[src/rtl/ir_cap_pkg.sv]
package ir_cap_pkg;
    typedef enum logic [1:0] {
        CAP_OFF   = 2'd0,
        CAP_SPACE = 2'd1,
        CAP_MARK  = 2'd2,
        CAP_QUIET = 2'd3
    } cap_state_t;
endpackage

[src/rtl/ir_sync_edge.sv]
// Two-flop synchroniser followed by edge detection on the synchronised level.
module ir_sync_edge #(
    parameter int STAGES = 2
) (
    input  logic clk,
    input  logic rst_n,
    input  logic din,
    output logic lvl,
    output logic rise,
    output logic fall
);
    logic [STAGES-1:0] shift_q;
    logic              prev_q;

    always_ff @(posedge clk or negedge rst_n) begin
        if (!rst_n) begin
            shift_q <= '1;
            prev_q  <= 1'b1;
        end else begin
            shift_q <= {shift_q[STAGES-2:0], din};
            prev_q  <= shift_q[STAGES-1];
        end
    end

    assign lvl  = shift_q[STAGES-1];
    assign rise = lvl & ~prev_q;
    assign fall = ~lvl & prev_q;
endmodule

[src/rtl/ir_tick_div.sv]
// Prescaler: one tick every CLK_DIV cycles while running.
module ir_tick_div #(
    parameter int CLK_DIV = 64
) (
    input  logic clk,
    input  logic rst_n,
    input  logic run,
    output logic tick
);
    localparam int DIV_W = (CLK_DIV > 2) ? $clog2(CLK_DIV) : 1;
    localparam logic [DIV_W-1:0] LAST = DIV_W'(CLK_DIV - 1);

    logic [DIV_W-1:0] phase_q;

    always_ff @(posedge clk or negedge rst_n) begin
        if (!rst_n)
            phase_q <= '0;
        else if (!run || phase_q == LAST)
            phase_q <= '0;
        else
            phase_q <= phase_q + 1'b1;
    end

    assign tick = run && (phase_q == LAST);
endmodule

[src/rtl/ir_dur_counter.sv]
// Saturating tick counter. cnt_nxt includes the tick of the current cycle.
module ir_dur_counter #(
    parameter int CNT_W   = 32,
    parameter int CNT_MAX = 32'h7FFF_FFFE
) (
    input  logic             clk,
    input  logic             rst_n,
    input  logic             run,
    input  logic             tick,
    input  logic             clr,
    output logic [CNT_W-1:0] cnt_nxt
);
    localparam logic [CNT_W-1:0] LIM = CNT_W'(CNT_MAX);

    logic [CNT_W-1:0] cnt_q;

    assign cnt_nxt = (tick && cnt_q < LIM) ? cnt_q + 1'b1 : cnt_q;

    always_ff @(posedge clk or negedge rst_n) begin
        if (!rst_n)
            cnt_q <= '0;
        else if (!run || clr)
            cnt_q <= '0;
        else
            cnt_q <= cnt_nxt;
    end
endmodule

[src/rtl/ir_pulse_capture.sv]
module ir_pulse_capture
    import ir_cap_pkg::*;
#(
    parameter int CLK_DIV = 64,
    parameter int CNT_W   = 32,
    parameter int CNT_MAX = 32'h7FFF_FFFE
) (
    input  logic             clk,
    input  logic             rst_n,
    input  logic             enable,
    input  logic             rx_n,
    input  logic [CNT_W-1:0] timeout_us,
    output logic             sample_valid,
    output logic             sample_level,
    output logic [CNT_W-1:0] sample_dur,
    output logic             timeout_pulse
);
    logic             sync_lvl;
    logic             rise_ev;
    logic             fall_ev;
    logic             tick;
    logic             clr_cnt;
    logic             at_limit;
    logic [CNT_W-1:0] cnt_nxt;
    logic [CNT_W-1:0] space_cap;
    cap_state_t       state;
    cap_state_t       state_nxt;

    ir_sync_edge #(.STAGES(2)) u_sync (
        .clk  (clk),
        .rst_n(rst_n),
        .din  (rx_n),
        .lvl  (sync_lvl),
        .rise (rise_ev),
        .fall (fall_ev)
    );

    ir_tick_div #(.CLK_DIV(CLK_DIV)) u_div (
        .clk  (clk),
        .rst_n(rst_n),
        .run  (enable),
        .tick (tick)
    );

    // Cleared only when a mark ends.
    assign clr_cnt  = (state == CAP_MARK) && rise_ev;
    assign at_limit = (cnt_nxt >= timeout_us);

    ir_dur_counter #(.CNT_W(CNT_W), .CNT_MAX(CNT_MAX)) u_cnt (
        .clk    (clk),
        .rst_n  (rst_n),
        .run    (enable),
        .tick   (tick),
        .clr    (clr_cnt),
        .cnt_nxt(cnt_nxt)
    );

    // State register
    always_ff @(posedge clk or negedge rst_n) begin
        if (!rst_n)
            state <= CAP_OFF;
        else
            state <= state_nxt;
    end

    // Next-state logic
    always_comb begin
        state_nxt = state;
        if (!enable) begin
            state_nxt = CAP_OFF;
        end else begin
            unique case (state)
                CAP_OFF:   state_nxt = sync_lvl ? CAP_SPACE : CAP_MARK;
                CAP_SPACE: begin
                    if (fall_ev)
                        state_nxt = CAP_MARK;
                    else if (sync_lvl && at_limit)
                        state_nxt = CAP_QUIET;
                end
                CAP_MARK:  if (rise_ev) state_nxt = CAP_SPACE;
                CAP_QUIET: if (fall_ev) state_nxt = CAP_MARK;
                default:   state_nxt = CAP_OFF;
            endcase
        end
    end

    // Registered outputs and saved space capture
    always_ff @(posedge clk or negedge rst_n) begin
        if (!rst_n) begin
            sample_valid  <= 1'b0;
            sample_level  <= 1'b0;
            sample_dur    <= '0;
            timeout_pulse <= 1'b0;
            space_cap     <= '0;
        end else if (!enable) begin
            sample_valid  <= 1'b0;
            sample_level  <= 1'b0;
            sample_dur    <= '0;
            timeout_pulse <= 1'b0;
            space_cap     <= '0;
        end else begin
            sample_valid  <= 1'b0;
            timeout_pulse <= 1'b0;
            unique case (state)
                CAP_SPACE, CAP_QUIET: begin
                    if (fall_ev) begin
                        sample_valid <= 1'b1;
                        sample_level <= 1'b0;
                        sample_dur   <= cnt_nxt;
                        space_cap    <= cnt_nxt;
                    end else if (state == CAP_SPACE && sync_lvl && at_limit) begin
                        timeout_pulse <= 1'b1;
                    end
                end
                CAP_MARK: begin
                    if (rise_ev) begin
                        sample_valid <= 1'b1;
                        sample_level <= 1'b1;
                        sample_dur   <= cnt_nxt - space_cap;
                    end
                end
                default: ;
            endcase
        end
    end
endmodule

[config.mk]
export PLATFORM = sky130hd
export DESIGN_NAME = ir_pulse_capture
export DESIGN_NICKNAME = d
export VERILOG_FILES = /design/src/rtl/ir_cap_pkg.sv /design/src/rtl/ir_sync_edge.sv /design/src/rtl/ir_tick_div.sv /design/src/rtl/ir_dur_counter.sv /design/src/rtl/ir_pulse_capture.sv
export SDC_FILE = /design/constraint.sdc
export NUM_CORES = 1
export LEC_CHECK = 0
export ABC_AREA = 1
export BUFFER_PORTS_ARGS = -buffer_cell sky130_fd_sc_hd__clkbuf_2
export CAP_MARGIN = 10
export CORE_UTILIZATION = 45
export CTS_BUF_LIST = sky130_fd_sc_hd__clkbuf_4 sky130_fd_sc_hd__clkbuf_8
export DETAILED_ROUTE_END_ITERATION = 10
export GPL_TIMING_DRIVEN = 1
export PLACE_DENSITY_LB_ADDON = 0.08
export SYNTH_ARGS = -nofsm -noshare
export SYNTH_HDL_FRONTEND = slang
export SYNTH_SLANG_ARGS = --single-unit
[constraint.sdc]
create_clock -name clk -period 3.12 [get_ports clk]
set_clock_uncertainty 0.2 [all_clocks]
set_input_delay 0.624 -clock clk [delete_from_list [all_inputs] [get_ports clk]]
set_output_delay 0.624 -clock clk [all_outputs]
set_load 0.01 [all_outputs]
==> impl_metrics.py <==
metrics = {
    "timing": {
        "timing.fmax_mhz": 280,
        "maxSlewHeadroom": 0.554,
        "post-route-period-util": 1.15,
        "hold_viol_final": 0,
        "finalWorstSetupSlack_ps": -457,
        "tightest_slew_ps": 669,
        "holdWs_ps": 62.6,
        "finalSetupViolCount": 32,
        "min_period_ps": 3580,
        "rsz0062_at_grt": "true",
        "report.final.slew_viol_count": 0,
    },
    "synthesis": {
        "ys_warn_count": 0,
        "synth.top_cell.area_share": 0.308,
        "avgSynthCellArea_um2": 6.47,
        "syn_area_mm2": 0.00870,
        "yosysSeqAreaShare": 0.317,
        "syn-num-nets": 1446,
        "syn_inst": 1344,
        "yosys.area.top_type": "dfrtp_1",
        "ys_ff_latch": 110,
        "synth_top_cells_by_area": "dfrtp_1, nand2_1, inv_1, ha_1, nor2_1",
        "synth_cell_types": 40,
    },
    "cells_and_area": {
        "num-nets-final": 1775,
        "fin_area_mm2": 0.0128,
        "syn_to_final_growth_pct": 46.6,
        "n_antenna_cell": 0,
        "drive_gt1_frac": 0.360,
        "layout_common_cells": "nand2_1, buf_4, inv_1, nor2_1, dfrtp_1",
        "final_common_cell": "nand2_1",
    },
    "setup_path": {
        "endpoint": "sample_dur[26]",
        "endpoint_kind": "flop",
        "crit_fanout": 6,
        "reg2reg_slack_ps": -460,
        "startpoint_type": "flop",
        "r2r_cells": 24,
        "path_class": "reg -> reg",
        "cp.arrival_ps": 3690,
        "timing.rr.end": "sample_dur[26]",
        "cp.required_ps": 3240,
        "r2r_start": "u_cnt.cnt_q[16]",
        "setup.worst_path.start": "u_cnt.cnt_q[16]",
    },
    "clocking": {
        "htreeDepth": 3,
        "clockBufferDepth": 2,
        "clock-sinks": 110,
        "clk_pin_slew_ps": 120,
        "cts_buffers": 9,
        "cts_tree": "yes",
        "cts-root-buf": "clkbuf_8",
        "clock_latency_ps": 410,
    },
    "power_and_ir_drop": {
        "peakVddDrop_mv": 0.243,
        "power_density_mw_per_mm2": 250,
        "p_seq_frac": 0.473,
        "clock_power_share": 0.294,
        "power_frac_comb": 0.233,
        "netSwitchingPower_mw": 1.14,
        "p_leak_nw": 7.07,
        "internal-power_mw": 2.05,
        "swShare": 0.358,
    },
    "floorplanning": {
        "coreArea_mm2": 0.0188,
        "die-area_mm2": 0.0199,
        "initial_core_util": 0.462,
        "dieWidth_um": 141,
        "die_y_um": 141,
        "fp-row-count": 50,
        "io_pins": 71,
    },
    "job": {
        "cap_violations": 0,
    },
    "min_path": {
        "min_path_type": "in -> async",
    },
    "route": {
        "route.detailed.drc": 0,
        "m1WireLength_mm": 15.2,
        "drtPass1Iterations": 5,
        "drt_first_iter_violations": 676,
        "via_per_inst": 5.03,
        "top_layer_used": "met4",
        "routedWlPerCell_um": 16.8,
        "wirelength_mm": 32.5,
        "dr_wl_met3_mm": 1.90,
        "vias": 9744,
        "ant_nets": 0,
        "dr_wl_met2_mm": 14.5,
    },
    "global_route": {
        "grt_usage": 0.334,
        "grt_pass1_wl_mm": 50.6,
        "grt_pass1_vias": 9475,
        "grt_max_degree": 111,
        "grt_overflow": 0,
        "antenna_found_initial": 0,
    },
    "place": {
        "post_dp_cell_area_mm2": 0.0111,
        "port_buffers": 70,
        "finalWeightedCongestion": 0.995,
        "place_ws_ps": -681,
        "dp_hpwl_mm": 24.7,
    },
    "run_status": {
        "violations": "setup timing",
        "status": "finished with violations",
    },
}
## cell usage after synthesis (all sizes together)
cell type and count:
buf 10, nor3 9, o21a 1, nor2 167, nand4 10, o22ai 27
nand3 74, nor4 4, and3 1, dfstp 3, o21ai 61, clkbuf 16
a21o 1, o21bai 1, and2 2, fa 1, a21oi 70, or2 1
nand2 446, xnor2 8, nand3b 1, dfrtp 107, nor3b 1, xor2 14
ha 65, inv 243
## per-layer routing
layer	global-route usage	vias up
met4	0.113	0
met3	0.0489	52
met1	0.470	4554
li1	-	4835
met5	0	-
met2	0.523	303
## registers in the layout, summed over array words and instances, names as in the netlist
register and cells:
u_sync.shift_q 2, sample_valid 1, u_cnt.cnt_q 32, space_cap 32
sample_level 1, state 2, sample_dur 32, timeout_pulse 1
u_sync.prev_q 1, u_div.phase_q 6
## worst max-delay path: stages, from the launching register on
cell,delay (ps)
dfrtp_1,400
nand2_2,110
nor3_4,210
nand2_2,120
nor2_4,140
nand2_2,70
nand2_4,80
buf_12,150
buf_12,160
inv_12,50
buf_6,110
o21ai_4,160
inv_2,80
ha_4,290
buf_6,110
nand2_4,70
o21ai_4,160
inv_1,80
nand2_2,120
buf_4,120
nand2_1,90
nand3_1,100
nand3_1,120
nand2_1,100
nand2_1,50
## power groups by stage
stage | sequential [mW] | combinational [mW] | clock, mW
2_1_floorplan | 1.55 | 0.358 | 0
3_3_place_gp | 1.53 | 0.678 | 0
3_5_place_dp | 1.53 | 0.685 | 0
4_1_cts | 1.51 | 0.712 | 0.958
5_1_grt | 1.52 | 0.812 | 1.00
6_report | 1.51 | 0.745 | 0.939
## logic make-up (layout without fill, tap and decap cells)
group	after synthesis	count (layout)	share of synthesized area
fa+ha+maj	66	66	0.0958
compound gates	161	161	0.101
simple gates	716	716	0.335
flops	110	110	0.317
xor+xnor	22	22	0.0303
buf+inv	269	603	0.121
## timing repair
item | 4_1_cts | 5_1_grt
hold buffers | 0 | 0
pin swaps | 34 | 39
gates resized for setup | 210 | 82
setup endpoints to repair | 33 | 33
gates cloned | 3 | 0
setup buffers | 18 | 11
## how the worst min path moves through the flow
stage | end | cells after the start
after CTS | u_sync.shift_q[0] | 1
after detailed placement | u_sync.shift_q[1] | 0
final | sample_dur[10] | 2
after global placement | u_sync.shift_q[1] | 0
after floorplan | sample_dur[0] | 0
after global routing | u_sync.shift_q[0] | 1
## through the flow
stage	utilization	cells	power (mW)	TNS [ps]
after floorplan	-	1344	1.91	-0.648
after global placement	0.591	1890	2.21	-13630
after detailed placement	0.591	1890	2.22	-15390
after CTS	0.657	1927	3.18	-9250
after global routing	0.678	1938	3.33	-15850
final	0.678	1938	3.19	-10440
## layout make-up
cell class | instances | area, um^2
Fill cell | 1687 | 6070
Multi-Input combinational cell | 965 | 6020
Inverter | 243 | 925
Clock buffer | 10 | 131
Sequential cell | 110 | 2760
Timing Repair inverter | 3 | 43.8
Timing Repair Buffer | 341 | 2490
Tap cell | 260 | 325
Clock inverter | 6 | 67.6
(Power assumes the default switching activity.)
